`src/rtl/dma_irq_pkg.sv`:
```
package dma_irq_pkg;

    localparam int ADDR_W = 12;

    localparam logic [ADDR_W-1:0] OFS_BASIC  = 12'h000;
    localparam logic [ADDR_W-1:0] OFS_PEND   = 12'h004;
    localparam logic [ADDR_W-1:0] OFS_EN_SET = 12'h010;
    localparam logic [ADDR_W-1:0] OFS_EN_CLR = 12'h01C;
    localparam logic [ADDR_W-1:0] OFS_STATUS = 12'hFE0;

    typedef enum logic [2:0] {
        SEL_NONE,
        SEL_BASIC,
        SEL_PEND,
        SEL_EN_SET,
        SEL_EN_CLR,
        SEL_STATUS
    } reg_sel_e;

    function automatic reg_sel_e decode_addr(input logic [ADDR_W-1:0] a);
        case (a)
            OFS_BASIC:  return SEL_BASIC;
            OFS_PEND:   return SEL_PEND;
            OFS_EN_SET: return SEL_EN_SET;
            OFS_EN_CLR: return SEL_EN_CLR;
            OFS_STATUS: return SEL_STATUS;
            default:    return SEL_NONE;
        endcase
    endfunction

endpackage

```
`src/rtl/dma_irq_linemap.sv`:
```
module dma_irq_linemap #(
    parameter int NUM_CH    = 15,
    parameter int NUM_DED   = 11,
    parameter int NUM_LINES = 12
) (
    input  logic [NUM_CH-1:0]    chan,
    output logic [NUM_LINES-1:0] lines
);

    // Dedicated lines: one channel each.
    for (genvar i = 0; i < NUM_DED; i++) begin : g_ded
        assign lines[i] = chan[i];
    end

    // Shared line: OR of every channel above the dedicated range.
    if (NUM_CH > NUM_DED) begin : g_shared
        assign lines[NUM_DED] = |chan[NUM_CH-1:NUM_DED];
    end else begin : g_no_shared
        assign lines[NUM_DED] = 1'b0;
    end

endmodule

```
`src/rtl/dma_irq_bank.sv`:
```
module dma_irq_bank #(
    parameter int DATA_W      = 32,
    parameter int NUM_LINES   = 12,
    parameter int LINE_BASE   = 16,
    parameter int SUMMARY_BIT = 8
) (
    input  logic [NUM_LINES-1:0] lines,
    input  logic [DATA_W-1:0]    enable,
    output logic [DATA_W-1:0]    pend,
    output logic [DATA_W-1:0]    basic
);

    logic [DATA_W-1:0] raw;

    // Place each line at its bit position in the pending word.
    for (genvar k = 0; k < DATA_W; k++) begin : g_bit
        if (k >= LINE_BASE && k < LINE_BASE + NUM_LINES) begin : g_line
            assign raw[k] = lines[k-LINE_BASE];
        end else begin : g_zero
            assign raw[k] = 1'b0;
        end
    end

    always_comb begin
        pend               = raw & enable;
        basic              = '0;
        basic[SUMMARY_BIT] = |pend;
    end

endmodule

```
`src/rtl/dma_irq_regs.sv`:
```
module dma_irq_regs
    import dma_irq_pkg::*;
#(
    parameter int NUM_CH = 15,
    parameter int DATA_W = 32
) (
    input  logic              clk,
    input  logic              rst,
    input  logic [NUM_CH-1:0] chan_irq,
    input  logic              req_valid,
    input  logic              req_write,
    input  logic [ADDR_W-1:0] req_addr,
    input  logic [DATA_W-1:0] req_wdata,
    input  logic [DATA_W-1:0] pend,
    input  logic [DATA_W-1:0] basic,
    output logic [NUM_CH-1:0] chan_q,
    output logic [DATA_W-1:0] en_q,
    output logic [DATA_W-1:0] rdata_q
);

    typedef struct packed {
        logic [NUM_CH-1:0] chan;
        logic [DATA_W-1:0] en;
        logic [DATA_W-1:0] rdata;
    } state_t;

    state_t   st_d, st_q;
    reg_sel_e sel;
    logic     armed_q;

    always_comb begin
        st_d      = st_q;
        sel       = decode_addr(req_addr);
        st_d.chan = chan_irq;
        if (req_valid && req_write) begin
            if (sel == SEL_EN_SET) st_d.en = st_q.en | req_wdata;
            if (sel == SEL_EN_CLR) st_d.en = st_q.en & ~req_wdata;
        end
        if (req_valid && !req_write) begin
            case (sel)
                SEL_BASIC:  st_d.rdata = basic;
                SEL_PEND:   st_d.rdata = pend;
                SEL_EN_SET,
                SEL_EN_CLR: st_d.rdata = st_q.en;
                SEL_STATUS: st_d.rdata = {{(DATA_W-NUM_CH){1'b0}}, st_q.chan};
                default:    st_d.rdata = '0;
            endcase
        end
    end

    always_ff @(posedge clk) begin
        if (rst) begin
            st_q    <= '0;
            armed_q <= 1'b0;
        end else begin
            st_q    <= st_d;
            armed_q <= 1'b1;
        end
    end

    assign chan_q  = st_q.chan;
    assign en_q    = st_q.en;
    assign rdata_q = st_q.rdata;

    // status follows the channel input one clock later
    a_r1_status_follows: assert property (@(posedge clk) disable iff (rst)
        armed_q |-> chan_q == $past(chan_irq));

    // written ones become set in the enable word
    a_r4_enable_sets: assert property (@(posedge clk) disable iff (rst)
        (req_valid && req_write && req_addr == OFS_EN_SET)
        |=> (en_q & $past(req_wdata)) == $past(req_wdata));

    // written ones become clear in the enable word
    a_r5_disable_clears: assert property (@(posedge clk) disable iff (rst)
        (req_valid && req_write && req_addr == OFS_EN_CLR)
        |=> (en_q & $past(req_wdata)) == '0);

    // enable word holds without an enable write
    a_r4_enable_holds: assert property (@(posedge clk) disable iff (rst)
        !(req_valid && req_write && (req_addr == OFS_EN_SET || req_addr == OFS_EN_CLR))
        |=> $stable(en_q));

    // unmapped reads return zero
    a_r10_unmapped_zero: assert property (@(posedge clk) disable iff (rst)
        (req_valid && !req_write && decode_addr(req_addr) == SEL_NONE)
        |=> rdata_q == '0);

endmodule

```
`src/rtl/dma_irq_router.sv`:
```
module dma_irq_router
    import dma_irq_pkg::*;
#(
    parameter int NUM_CH      = 15,
    parameter int NUM_DED     = 11,
    parameter int DATA_W      = 32,
    parameter int LINE_BASE   = 16,
    parameter int SUMMARY_BIT = 8
) (
    input  logic              clk,
    input  logic              rst,
    input  logic [NUM_CH-1:0] chan_irq,
    input  logic              req_valid,
    input  logic              req_write,
    input  logic [11:0]       req_addr,
    input  logic [DATA_W-1:0] req_wdata,
    output logic [DATA_W-1:0] rd_data,
    output logic [NUM_CH-1:0] irq_status,
    output logic [DATA_W-1:0] gpu_pend,
    output logic [DATA_W-1:0] basic_pend,
    output logic              cpu_irq
);

    localparam int NUM_LINES = NUM_DED + 1;
    localparam int SHARED_BIT = LINE_BASE + NUM_DED;

    logic [NUM_CH-1:0]    chan_q;
    logic [DATA_W-1:0]    en_q;
    logic [NUM_LINES-1:0] lines;

    dma_irq_regs #(.NUM_CH(NUM_CH), .DATA_W(DATA_W)) u_regs (
        .clk       (clk),
        .rst       (rst),
        .chan_irq  (chan_irq),
        .req_valid (req_valid),
        .req_write (req_write),
        .req_addr  (req_addr),
        .req_wdata (req_wdata),
        .pend      (gpu_pend),
        .basic     (basic_pend),
        .chan_q    (chan_q),
        .en_q      (en_q),
        .rdata_q   (rd_data)
    );

    dma_irq_linemap #(.NUM_CH(NUM_CH), .NUM_DED(NUM_DED), .NUM_LINES(NUM_LINES)) u_map (
        .chan  (chan_q),
        .lines (lines)
    );

    dma_irq_bank #(
        .DATA_W(DATA_W), .NUM_LINES(NUM_LINES),
        .LINE_BASE(LINE_BASE), .SUMMARY_BIT(SUMMARY_BIT)
    ) u_bank (
        .lines  (lines),
        .enable (en_q),
        .pend   (gpu_pend),
        .basic  (basic_pend)
    );

    assign irq_status = chan_q;
    assign cpu_irq    = |basic_pend;

    // the shared pending bit reflects the upper channels through its enable
    a_r3_shared_line: assert property (@(posedge clk) disable iff (rst)
        gpu_pend[SHARED_BIT] == ((|irq_status[NUM_CH-1:NUM_DED]) && en_q[SHARED_BIT]));

    // a dedicated channel shows at its pending bit when enabled
    a_r2_first_line: assert property (@(posedge clk) disable iff (rst)
        gpu_pend[LINE_BASE] == (irq_status[0] && en_q[LINE_BASE]));

    // no pending bit without its enable
    a_r6_masked: assert property (@(posedge clk) disable iff (rst)
        (gpu_pend & ~en_q) == '0);

    // summary bit tracks any pending bit
    a_r7_summary: assert property (@(posedge clk) disable iff (rst)
        basic_pend[SUMMARY_BIT] == (gpu_pend != '0));

    // CPU request follows the basic word
    a_r8_cpu_irq: assert property (@(posedge clk) disable iff (rst)
        cpu_irq == (basic_pend != '0));

endmodule

```
`config.mk`:
```
export PLATFORM = sky130hd
export DESIGN_NAME = dma_irq_router
export DESIGN_NICKNAME = d
export VERILOG_FILES = /design/src/rtl/dma_irq_pkg.sv /design/src/rtl/dma_irq_linemap.sv /design/src/rtl/dma_irq_bank.sv /design/src/rtl/dma_irq_regs.sv /design/src/rtl/dma_irq_router.sv
export SDC_FILE = /design/constraint.sdc
export NUM_CORES = 1
export LEC_CHECK = 0
export BUFFER_PORTS_ARGS = -buffer_cell sky130_fd_sc_hd__buf_2
export CELL_PAD_IN_SITES_DETAIL_PLACEMENT = 1
export CELL_PAD_IN_SITES_GLOBAL_PLACEMENT = 1
export CORE_MARGIN = 5
export CORE_UTILIZATION = 35
export CTS_CLUSTER_DIAMETER = 60
export DETAILED_ROUTE_END_ITERATION = 10
export PLACE_DENSITY = 0.92
export SLEW_MARGIN = 25
export SYNTH_ARGS = -nofsm -noshare
export SYNTH_HDL_FRONTEND = slang
export SYNTH_SLANG_ARGS = --single-unit
```
`constraint.sdc`:
```
create_clock -name clk -period 6.3 [get_ports clk]
set_clock_uncertainty 0.15 [all_clocks]
set_input_delay 0.63 -clock clk [delete_from_list [all_inputs] [get_ports clk]]
set_output_delay 0.63 -clock clk [all_outputs]
set_load 0.1 [all_outputs]
```
* After elaboration in Yosys (flattened, before gate mapping)
Cells that the tools add are included.
** Storage, ports and cells
- Register bits :: 79
- Output and inout port bits :: 112
- Logic and storage cells :: 29
- Input port bits :: 63
** Operators by class
- Mux-type cells :: 4
- Equality and inequality tests :: 9
- Reductions and logical operators :: 9
- Bitwise operators :: 4
** Operators with widths (number)
- 32-bit one-hot mux with 4 select lines :: 1
- 32-bit two-way mux :: 2
- 28-bit by 32-bit AND with 32-bit output :: 1
- 32-bit AND :: 1
- 32-bit NOT :: 1
- 32-bit OR :: 1
- 32-bit OR reduction :: 1
- 12-bit by 5-bit == test with 1-bit output (second input constant) :: 2
- 3-bit one-hot mux with 5 select lines :: 1
- 12-bit == test (second input constant) :: 1
- 12-bit by 3-bit == test with 1-bit output (second input constant) :: 1
- 12-bit zero test :: 1
- 3-bit by 2-bit == test with 1-bit output (second input constant) :: 2
- 3-bit == test (second input constant) :: 2
- 4-bit OR reduction :: 1
- 3-bit by 1-bit == test with 1-bit output (second input constant) :: 1
- 1-bit logical AND :: 2
- 2-bit AND reduction :: 1
- 2-bit nonzero test :: 1
- 2-bit OR reduction :: 1
- 1-bit zero test :: 1

* Longest topological paths before layout
Gate-level depths: netlist of run 1.
- Word-level depth :: 5
- Gate-level depth with buffers :: 7
- Gate-level depth less buffers :: 5

* Modules after synthesis
A second synthesis of run 1 with hierarchy kept.
** Second synthesis, totals
- Cell total of the unflattened synthesis :: 567
- Area, all modules :: 4879.7 sq um
** Modules (own cells, without submodules)
- dma_irq_regs :: area an instance 4216.5 sq um, instances 1, seq. area each 1581.5 sq um, cells an instance 475
- dma_irq_bank :: area an instance 498.0 sq um, instances 1, seq. area each 0.0 sq um, cells an instance 69
- dma_irq_linemap :: area an instance 90.1 sq um, instances 1, seq. area each 0.0 sq um, cells an instance 12
- dma_irq_router :: area an instance 75.1 sq um, instances 1, seq. area each 0.0 sq um, cells an instance 11

* Worst setup path after synthesis of run 1
No wires, ideal clock.
- Path kind :: reg-to-output
- Start :: register u_regs.st_q, in the netlist u_regs.chan_q[14]
- End :: output port basic_pend[8]
- Data required time :: 5.520 ns
- Slack :: 2.057 ns
- Cell stages (with the launch flop) :: 5
- Data arrival time :: 3.463 ns
- Path buffers :: 1
- Cell sequence :: dfxtp_1 -> nor4_1 -> nor2b_1 -> or4b_4 -> buf_4
** On the way
- Longest elaborated chain between the ends :: 3
** Ends and longest elaborated chain
- start, declared :: RTL line dma_irq_regs.sv:27 : state_t st_d, st_q;
- start signal, assigned :: RTL line dma_irq_regs.sv:56 : st_q <= st_d;
- 4-bit OR reduction :: RTL line dma_irq_linemap.sv:17 : assign lines[NUM_DED] = |chan[NUM_CH-1:NUM_DED];
- 28-bit by 32-bit AND with 32-bit output :: RTL line dma_irq_bank.sv:25 : pend = raw & enable;
- via gpu_pend[27] :: RTL line dma_irq_router.sv:19 : output logic [DATA_W-1:0] gpu_pend,
- 32-bit OR reduction :: RTL line dma_irq_bank.sv:27 : basic[SUMMARY_BIT] = |pend;
- end, declared :: RTL line dma_irq_router.sv:20 : output logic [DATA_W-1:0] basic_pend,
The timed path passes the listed nets, and every way through them passes these cells.

* Worst setup path after layout of run 1
- Start :: register u_regs.st_q, in the netlist u_regs.chan_q[14]
- End :: output port cpu_irq
** On the way
- Longest elaborated chain between the ends :: 3
** Ends and longest elaborated chain
- 4-bit OR reduction :: RTL line dma_irq_linemap.sv:17
- 28-bit by 32-bit AND with 32-bit output :: RTL line dma_irq_bank.sv:25
- 32-bit OR reduction :: RTL line dma_irq_bank.sv:27
- end, declared :: RTL line dma_irq_router.sv:21 : output logic cpu_irq
No other way between the ends.

==> metrics.csv, run 1 <==
stage,metric,value,unit
outcome,status,"complete, no violations",
worst_hold_path,hold_start,u_regs.rdata_q[28]$_SDFFE_PP0P_,
finish,final_common_cell,buf_2,
yosys,synth.distinct_cells,34,
sta,period_share,50.0,%
power_and_ir_drop,powerDensity,291,nW/um^2
worst_hold_path,whs_endpoint,u_regs.rdata_q[28]$_SDFFE_PP0P_,
flow_run,max_cap_viol_count,0,
yosys,ys_seq_area_share,44.8,%
sta,slew_viol_final,0,
clock_network,cts_made_buffers,9,
placed_design,dp_slack,2.31,ns
global_route,met2_usage,30.8,%
sta,setup_violations,0,
sta,rsz0062_at_grt,false,
sta,worst_pin_slew,0.993,ns
route,antenna_left,0,
worst_setup_path,cp_max_fo,3,
floorplanning,die_h,110,microns
worst_setup_path,regToRegSetupSlack,3.80,ns
placed_design,portBuffers,123,
sta,fin_crit,3.15,ns
finish,area_growth,21.3,%
power_and_ir_drop,sw_frac_of_total,35.4,%
power_and_ir_drop,internal-power,0.806,mW
route,drtIter0Drc,74,
yosys,synth_area,3530,sq um
route,wl_per_cell,17.7,microns
route,dr.pass1.iters,4,
yosys,syn_inst,397,
worst_hold_path,hold_path.class,reg2reg,
worst_setup_path,critPathSlowestCell,or4b_4,
clock_network,postCtsHoldBufs,0,
yosys,synth_ff_type,dfxtp_1,
yosys,ys_ff_latch,79,
yosys,synth_area_per_cell,8.89,sq um
worst_setup_path,r2r-end,u_regs.rdata_q[8]$_SDFFE_PP0P_,
clock_network,cts_buffer_depth,2,
clock_network,cts.sinks,79,
clock_network,cts_setup_buffers,0,
route,wirelength,11.4,mm
global_route,met3_usage,3.61,%
power_and_ir_drop,p_leak,2.05,nW
worst_setup_path,startpoint_type,flop,
finish,drive_above_1_share,29.6,%
floorplanning,placeableCoreArea,9820,sq um
sta,final-hold-violation-count,0,
floorplanning,fp.dieArea,12200,sq um
worst_setup_path,worstPathRequired,5.52,ns
yosys,synth_edf_count,0,
worst_setup_path,arrival,2.37,ns
worst_setup_path,cp_cell_sequence,"nor4_1, nor2b_1, or4b_4, buf_2",
worst_setup_path,path_class,reg2out,
yosys,yosysWarnings,0,
floorplanning,rows,36,
floorplanning,initial_core_util,35.9,%
global_route,first_global_vias,3377,
clock_network,insertion_delay,0.34,ns
worst_setup_path,r2r-start,u_regs.chan_q[14]$_SDFF_PP0_,
global_route,met1_usage,22.1,%
clock_network,clkTransAtPathRegs,0.08,ns
clock_network,cts_tree,yes,
power_and_ir_drop,power_frac_clock,36.0,%
worst_setup_path,rr_worst_depth,5,
global_route,busiest_layer,met2,
floorplanning,fp.dieW,110,microns
floorplanning,io_pins,175,
yosys,async_flop_share,0,%
clock_network,cts-root-buf,clkbuf_8,
route,drc,0,
sta,slew_headroom,33.4,%
sta,tns,0,ns
power_and_ir_drop,irDropWorstVdd,0.000126,V
finish,layout.nets,568,
worst_setup_path,endpoint_kind,primary output,
route,via_per_inst,5.00,
route,vias,3227,
clock_network,htree_levels,3,
global_route,grt_pass1_wl,18.0,mm
global_route,grt_overflow_total,0,
global_route,gr-usage-all-layers,17.9,%
global_route,antenna_found_initial,2,
sta,final.setup.worst_slack,3.15,ns
worst_setup_path,critPathMaxStageDelay,0.61,ns
finish,layout_common_cells,"123 x buf_2, 79 x dfxtp_1, 51 x conb_1",
power_and_ir_drop,netSwitchingPower,0.441,mW
power_and_ir_drop,pwr-share-seq,41.6,%
global_route,grt_max_degree,70,
placed_design,hpwl,8.57,mm
sta,max_freq,317,MHz
clock_network,cts_resized,0,
power_and_ir_drop,pwr-share-comb,22.4,%
worst_hold_path,hold_depth,2,
placed_design,place_congestion,0.867,
-- per-layer routing --
| metal | vias to the layer above | routed length, microns |
|---|---|---|
| met5 | - | 0 |
| met4 | 0 | 232 |
| met3 | 18 | 712 |
| met2 | 121 | 5580 |
| met1 | 1555 | 4870 |
| li1 | 1533 | - |
-- power by group through the flow --
stage          sequential [mW]  clock, mW  combinational, mW
3_5_place_dp             0.531          0              0.278
4_1_cts                  0.519      0.454              0.278
2_1_floorplan            0.600          0              0.186
6_report                 0.519      0.449              0.279
3_3_place_gp             0.530          0              0.275
5_1_grt                  0.520      0.477              0.289
-- synth_stat cells (2+ instances only) --
library cell	count	area, sq um
nor4_1	3	18.8
clkbuf_1	20	75.1
or4_1	3	22.5
dfxtp_1	79	1580
buf_4	55	413
a32o_1	12	120
buf_2	4	20.0
nand3_1	6	30.0
nor2b_1	17	106
nand2_1	7	26.3
o21ai_0	2	10.0
and3_1	34	213
and2_1	10	62.6
a221oi_1	14	123
nand2b_1	12	75.1
nor3_1	50	250
a21oi_1	37	185
nor2_1	16	60.1
-- stage by stage --
stage                     utilization (%)  power, mW  hold slack (ns)  cell area (sq um)  instances
final                                43.6       1.25            0.302               4280        645
after global placement               41.1      0.805            0.289               4030        626
after global routing                 43.6       1.29            0.326               4280        645
after detailed placement             41.1      0.809            0.295               4030        626
after floorplan                         -      0.786            0.298               3720        447
after CTS                            43.5       1.25            0.305               4270        642
-- logic make-up after synthesis --
family                    count (synthesis)  synth area share (%)
other                                     1                 0.106
DFF                                      79                  44.8
and+or+nand+nor                         167                  26.9
buffers and inverters                    80                  14.5
AOI/OAI and AO/OA                        68                  13.2
xor gates and xnor gates                  2                 0.496
-- how the worst max path moves through the flow --
stage                                            start       endpoint  slack (ns)  cells past startpoint
after floorplan           u_regs.chan_q[14]$_SDFF_PP0_  basic_pend[8]        2.06                      4
after global placement                     req_addr[5]           flop        2.44                      6
after detailed placement                   req_addr[5]           flop        2.31                      6
after CTS                                  req_addr[5]           flop        2.66                      6
after global routing      u_regs.chan_q[14]$_SDFF_PP0_  basic_pend[8]        2.97                      4
final                     u_regs.chan_q[14]$_SDFF_PP0_        cpu_irq        3.15                      4
-- cell type report --
type	count	area, sq um
fill	1224	5540
multi-input combinational	288	1650
sequential	79	1580
timing repair buffer	127	646
tap	133	166
clock buffer	10	128
clock inverter	6	109
antenna	2	5.00
-- worst max-delay path, delay by kind of cell, from the launching register on --
kind / cells / cell delay, ns
buf+inv: 1 / 0.32
simple gates: 3 / 1.36
flops: 1 / 0.35
Power figures use the tool's default switching activity.
==> run 2, diff against run 1 <==
--- a/config.mk
+++ b/config.mk
@@ -9,10 +9,10 @@
 export CELL_PAD_IN_SITES_DETAIL_PLACEMENT = 1
 export CELL_PAD_IN_SITES_GLOBAL_PLACEMENT = 1
 export CORE_MARGIN = 5
-export CORE_UTILIZATION = 35
+export CORE_UTILIZATION = 29
 export CTS_CLUSTER_DIAMETER = 60
 export DETAILED_ROUTE_END_ITERATION = 10
-export PLACE_DENSITY = 0.92
+export PLACE_DENSITY = 0.82
 export SLEW_MARGIN = 25
 export SYNTH_ARGS = -nofsm -noshare
 export SYNTH_HDL_FRONTEND = slang
==> constraint.sdc (replaced) <==
create_clock -name clk -period 2.6 [get_ports clk]
set_clock_uncertainty 0.15 [all_clocks]
set_input_delay 0.26 -clock clk [delete_from_list [all_inputs] [get_ports clk]]
set_output_delay 0.26 -clock clk [all_outputs]
set_load 0.1 [all_outputs]
==> run 2 against run 1 <==
Clock power grew to 3.2 times the previous value; utilization is 4.9 points lower; clock-buffer cell count stayed put; register-to-register slack worse by 3.5 ns; highest routed layer unchanged.
==> metrics.csv, run 2 (synthesis results as in run 1) <==
stage,metric,value,unit
outcome,status,"complete, no violations",
floorplanning,placeableCoreArea,12000,sq um
sta,timing.hold.ws,0.00388,ns
clock_network,cts.sinks,79,
sta,worst_pin_slew,0.656,ns
floorplanning,initial_core_util,29.5,%
worst_hold_path,hold_path.class,in2reg,
worst_setup_path,worstPathRequired,2.19,ns
floorplanning,die_h,120,microns
worst_setup_path,rr_worst_depth,5,
route,wirelength,12.4,mm
clock_network,cts_made_buffers,9,
placed_design,dp_slack,0.236,ns
clock_network,cts_tree,yes,
route,vias,3337,
sta,final.setup.worst_slack,0.0279,ns
worst_setup_path,arrival,2.16,ns
global_route,antenna_found_initial,0,
finish,layout.nets,584,
route,antenna_left,0,
clock_network,cts_buffer_depth,2,
worst_setup_path,startpoint_type,flop,
route,wl_per_cell,18.5,microns
finish,antenna_cells,0,
finish,layout_common_cells,"121 x buf_2, 67 x dfxtp_1, 51 x conb_1",
worst_setup_path,cp_max_fo,3,
power_and_ir_drop,irDropWorstVdd,0.000273,V
global_route,grt_max_degree,52,
clock_network,htree_levels,3,
floorplanning,io_pins,175,
placed_design,hpwl,9.15,mm
placed_design,place_congestion,0.824,
power_and_ir_drop,p_leak,2.19,nW
sta,setup_violations,0,
global_route,grt_overflow_total,0,
global_route,gr-usage-all-layers,17.1,%
finish,drive_above_1_share,34.4,%
sta,rsz0062_at_grt,true,
placed_design,dpl-instance-area,4190,sq um
route,dr.pass1.iters,4,
route,via_per_inst,4.96,
clock_network,cts-root-buf,clkbuf_16,
worst_setup_path,path_class,reg2out,
sta,slew_viol_final,0,
route,drc,0,
placed_design,portBuffers,123,
sta,final-hold-violation-count,0,
sta,slew_headroom,56.2,%
floorplanning,fp.dieW,120,microns
flow_run,max_cap_viol_count,0,
worst_hold_path,hold_depth,2,
floorplanning,fp.dieArea,14500,sq um
sta,period_share,98.9,%
floorplanning,rows,40,
power_and_ir_drop,powerDensity,731,nW/um^2
sta,max_freq,389,MHz
route,drtIter0Drc,176,
clock_network,insertion_delay,0.33,ns
finish,final_common_cell,buf_2,
sta,fin_crit,2.57,ns
finish,final_area,4630,sq um
clock_network,cts_setup_buffers,0,
global_route,first_global_vias,3525,
finish,area_growth,31.3,%
clock_network,clkTransAtPathRegs,0.07,ns
global_route,grt_pass1_wl,19.3,mm
worst_setup_path,endpoint_kind,primary output,
-- run 2: cell types whose count changed in the layout (fill, tap and decap cells not counted), sizes merged --
cell,change
buf,+6
clkinvlp,+2
clkinv,-2
diode,-2
dlygate4sd3,+10
-- run 2: where the power goes --
part | switching [mW] | total, mW | leakage (nW) | internal, mW
Clock | 0.497 | 1.43 | 0.156 | 0.935
Sequential | 0.0234 | 1.26 | 0.648 | 1.23
Combinational | 0.603 | 0.698 | 1.38 | 0.0949
Total | 1.12 | 3.39 | 2.19 | 2.26
-- run 2: cell type report --
| class | count | area (sq um) |
|---|---|---|
| clock buffers | 10 | 229 |
| multi-input cells | 288 | 1690 |
| flip-flops and latches | 79 | 1610 |
| fillers | 1447 | 7330 |
| well taps | 147 | 184 |
| repair buffers | 143 | 808 |
| clock inverters | 6 | 109 |
-- run 2: final timing paths --
| check | slack (ns) | endpoint | start |
|---|---|---|---|
| max | 0.03 | basic_pend[8] | flop |
| min reg2reg | 0.30 | u_regs.rdata_q[31]$_SDFFE_PP0P_ | u_regs.rdata_q[31]$_SDFFE_PP0P_ |
| min | 0.004 | u_regs.chan_q[9]$_SDFF_PP0_ | chan_irq[9] |
| max reg2reg | 0.29 | u_regs.rdata_q[8]$_SDFFE_PP0P_ | flop |
-- run 2: per-layer routing --
metal,track usage [%],part of all wire (%),up-vias
met5,0,0,-
met4,5.67,1.9,0
met3,4.54,6.8,19
met2,29.9,50,124
met1,20.2,42,1626
li1,-,-,1568
-- run 2: per-stage QoR --
| step | power, mW | utilization (%) | setup TNS (ns) | std cells |
|---|---|---|---|---|
| final | 3.39 | 38.7 | 0 | 673 |
| after global routing | 3.49 | 38.7 | -0.0521 | 673 |
| after CTS | 3.41 | 38.7 | -0.00775 | 673 |
| after detailed placement | 1.97 | 35.0 | 0 | 647 |
| after global placement | 1.96 | 35.0 | 0 | 647 |
| after floorplan | 1.90 | - | -0.231 | 447 |
-- run 2: timing repair --
action                     4_1_cts  5_1_grt
setup endpoints to repair        2        2
pin swaps                        0        0
resized for setup                2        0
gates cloned                     0        0
hold endpoints to repair        10        0
hold buffers                    10        0
-- run 2: worst max-delay path, cell delays in order (launching register included) --
cell and delay [ns]:
dfxtp_1 0.32, and2_4 0.16, or4_1 0.53, or4b_4 0.55, buf_4 0.25
==> run 3, diff against run 2 <==
--- a/config.mk
+++ b/config.mk
@@ -5,6 +5,7 @@
 export SDC_FILE = /design/constraint.sdc
 export NUM_CORES = 1
 export LEC_CHECK = 0
+export ABC_AREA = 1
 export BUFFER_PORTS_ARGS = -buffer_cell sky130_fd_sc_hd__buf_2
 export CELL_PAD_IN_SITES_DETAIL_PLACEMENT = 1
 export CELL_PAD_IN_SITES_GLOBAL_PLACEMENT = 1
@@ -12,7 +13,7 @@
 export CORE_UTILIZATION = 29
 export CTS_CLUSTER_DIAMETER = 60
 export DETAILED_ROUTE_END_ITERATION = 10
-export PLACE_DENSITY = 0.82
+export PLACE_DENSITY = 0.83
 export SLEW_MARGIN = 25
 export SYNTH_ARGS = -nofsm -noshare
 export SYNTH_HDL_FRONTEND = slang
==> run 3 against run 2 <==
Clock-buffer cell count is 2 higher; largest cell class unchanged; critical endpoint is now cpu_irq; utilization decreased by 1.5 points; sequential power about the same.
==> metrics.csv, run 3 <==
stage,metric,value,unit
finish,final_common_cell,nand2_1,
yosys,synth_area_per_cell,6.80,sq um
clock_network,postCtsHoldBufs,14,
yosys,synth_top_area_share,39.0,%
clock_network,cts_tree,yes,
power_and_ir_drop,powerDensity,618,nW/um^2
sta,slew_viol_final,0,
floorplanning,initial_core_util,29.4,%
yosys,ys_ff_latch,79,
power_and_ir_drop,pwr-share-seq,39.0,%
route,drc,0,
worst_hold_path,whs_endpoint,u_regs.chan_q[3]$_SDFF_PP0_,
sta,max_freq,448,MHz
yosys,yosysMostFrequentCell,nand2_1,
yosys,ys_seq_area_share,39.0,%
placed_design,portBuffers,123,
floorplanning,die_h,128,microns
finish,fillers,1828,
sta,tns,0,ns
sta,rsz0062_at_grt,false,
clock_network,cts_resized,0,
yosys,yosysWarnings,0,
worst_setup_path,r2r-start,u_regs.chan_q[14]$_SDFF_PP0_,
floorplanning,io_pins,175,
power_and_ir_drop,power_frac_clock,41.6,%
global_route,grt_max_degree,48,
floorplanning,placeableCoreArea,13800,sq um
clock_network,cts-root-buf,clkbuf_16,
yosys,ys_top_cells_by_area,"dfxtp_1 39%, nand2_1 13%, buf_4 10%",
power_and_ir_drop,internal-power,2.13,mW
finish,area_growth,26.5,%
route,via_per_inst,4.52,
route,wirelength,14.1,mm
placed_design,hpwl,10.5,mm
worst_setup_path,path_buf_inv,2,
route,antenna_left,0,
sta,worst_pin_slew,0.635,ns
worst_setup_path,cp_max_fo,3,
sta,final-hold-violation-count,0,
route,dr.pass1.iters,4,
power_and_ir_drop,sw_frac_of_total,32.9,%
worst_hold_path,hold_path.class,in2reg,
worst_setup_path,critPathMostFrequentCell,nand2_1,
worst_setup_path,r2r-end,u_regs.rdata_q[8]$_SDFFE_PP0P_,
yosys,syn_inst,596,
power_and_ir_drop,pwr-share-comb,19.4,%
worst_setup_path,arrival,1.82,ns
worst_setup_path,path_class,reg2out,
worst_setup_path,endpoint_kind,primary output,
clock_network,cts_setup_buffers,0,
worst_hold_path,hold_depth,3,
floorplanning,fp.dieArea,16400,sq um
sta,timing.hold.ws,0.00398,ns
sta,fin_crit,2.23,ns
finish,fin_util,37.2,%
clock_network,cts_made_buffers,9,
finish,layout.nets,787,
clock_network,insertion_delay,0.34,ns
yosys,synth.largest_area_cell,dfxtp_1,
floorplanning,rows,43,
power_and_ir_drop,p_leak,2.50,nW
yosys,synth_ff_type,dfxtp_1,
power_and_ir_drop,irDropWorstVdd,0.000288,V
worst_setup_path,startpoint_type,flop,
route,drtIter0Drc,160,
sta,slew_headroom,57.6,%
worst_setup_path,crit_family,simple AND/OR/NAND/NOR gates,
sta,setup_violations,0,
clock_network,cts_buffer_depth,2,
global_route,gr-usage-all-layers,16.8,%
worst_setup_path,worstPathRequired,2.19,ns
worst_setup_path,regToRegSetupSlack,0.96,ns
sta,period_share,85.8,%
placed_design,place_congestion,0.815,
finish,drive_above_1_share,22.7,%
clock_network,clkTransAtPathRegs,0.06,ns
worst_setup_path,cp_cell_sequence,"nor2_1, nand2_1, nand2_1, nand2_1, nor2_2, clkinvlp_4, buf_2",
finish,layout_common_cells,"137 x nand2_1, 123 x buf_2, 89 x inv_1",
route,wl_per_cell,15.5,microns
yosys,synthTopCellsByCount,"138 x nand2_1, 91 x inv_1, 79 x dfxtp_1",
outcome,status,"complete, no violations",
yosys,synth_edf_count,0,
global_route,grt_overflow_total,0,
worst_setup_path,rr_worst_depth,10,
worst_setup_path,critPathMaxStageDelay,0.33,ns
finish,seqCellArea,1590,sq um
power_and_ir_drop,netSwitchingPower,1.04,mW
global_route,first_global_vias,4214,
global_route,grt_pass1_wl,21.6,mm
clock_network,htree_levels,3,
route,vias,4108,
global_route,antenna_found_initial,2,
worst_hold_path,hold_start,chan_irq[3],
finish,multi_input_area,1790,sq um
flow_run,max_cap_viol_count,0,
floorplanning,fp.dieW,128,microns
yosys,synth_area,4050,sq um
worst_setup_path,critPathSlowestCell,dfxtp_1,
clock_network,cts.sinks,79,
yosys,synth.distinct_cells,22,
yosys,async_flop_share,0,%
run 3: cell types whose count changed in the layout (fill, tap and decap cells not counted), sizes merged, moves of 14 or more:
cell	before	now
nand2	7	140
inv	0	90
nand3	6	61
nor3	50	0
and3	34	0
a21oi	37	65
nor2	16	37
nor2b	17	0
a221oi	14	0
o22ai	0	14
run 3: stage by stage:
step / cell area [sq um] / setup WS, ns / power [mW] / instances
2_1_floorplan: 4280 / 0.00777 / 1.81 / 646
3_3_place_gp: 4680 / 0.665 / 1.85 / 879
3_5_place_dp: 4680 / 0.556 / 1.86 / 879
4_1_cts: 5130 / 0.358 / 3.19 / 908
5_1_grt: 5130 / 0.326 / 3.26 / 909
6_report: 5130 / 0.368 / 3.17 / 909
run 3: cell type report:
type	instances	area share, %
Tap cell	180	4.39
Multi-Input combinational cell	394	34.9
Inverter	92	6.88
Antenna cell	1	0.0488
Clock inverter	3	0.781
Sequential cell	79	30.9
Clock buffer	12	5.22
Timing Repair Buffer	148	16.8
run 3: worst max path at each step:
stage,end,from,cells after the start,slack [ns]
2_1_floorplan,basic_pend[8],u_regs.chan_q[1]$_SDFF_PP0_,7,0.008
3_3_place_gp,u_regs.rdata_q[18]$_SDFFE_PP0P_,req_addr[11],10,0.66
3_5_place_dp,flop,req_addr[11],9,0.56
4_1_cts,basic_pend[8],u_regs.chan_q[12]$_SDFF_PP0_,7,0.36
5_1_grt,cpu_irq,u_regs.chan_q[12]$_SDFF_PP0_,7,0.33
6_report,cpu_irq,u_regs.chan_q[14]$_SDFF_PP0_,7,0.37
run 3: layer usage:
| layer | wire length (microns) | track usage (%) | vias up | part of all wire (%) |
|---|---|---|---|---|
| met1 | 5840 | 19.7 | 1916 | 41 |
| met2 | 6850 | 28.2 | 127 | 48 |
| met3 | 890 | 4.21 | 37 | 6.3 |
| met5 | 15 | 0 | - | 0.11 |
| li1 | - | - | 2026 | - |
| met4 | 537 | 8.93 | 2 | 3.8 |
run 3: kinds of logic (layout without fill, tap and decap cells):
family	Yosys count	count (layout)	synth area share, %
buffers and inverters	173	255	21.7
AND/OR/NAND/NOR	251	251	27.1
other	1	52	0.0925
flip-flops	79	79	39.0
AO/OA/AOI/OAI	92	92	12.1
run 3: power groups by stage:
stage / Clock [mW] / Combinational [mW] / Sequential [mW]
CTS: 1.34 / 0.613 / 1.23
global route: 1.39 / 0.642 / 1.24
global placement: 0 / 0.591 / 1.26
detailed placement: 0 / 0.595 / 1.26
finish: 1.32 / 0.616 / 1.23
floorplan: 0 / 0.458 / 1.35
run 3: worst reg2reg max path: cells and delay by family, from the launching register on:
family	cells	cell delay, ns
simple gates	9	0.98
compound gates	1	0.05
flops	1	0.33
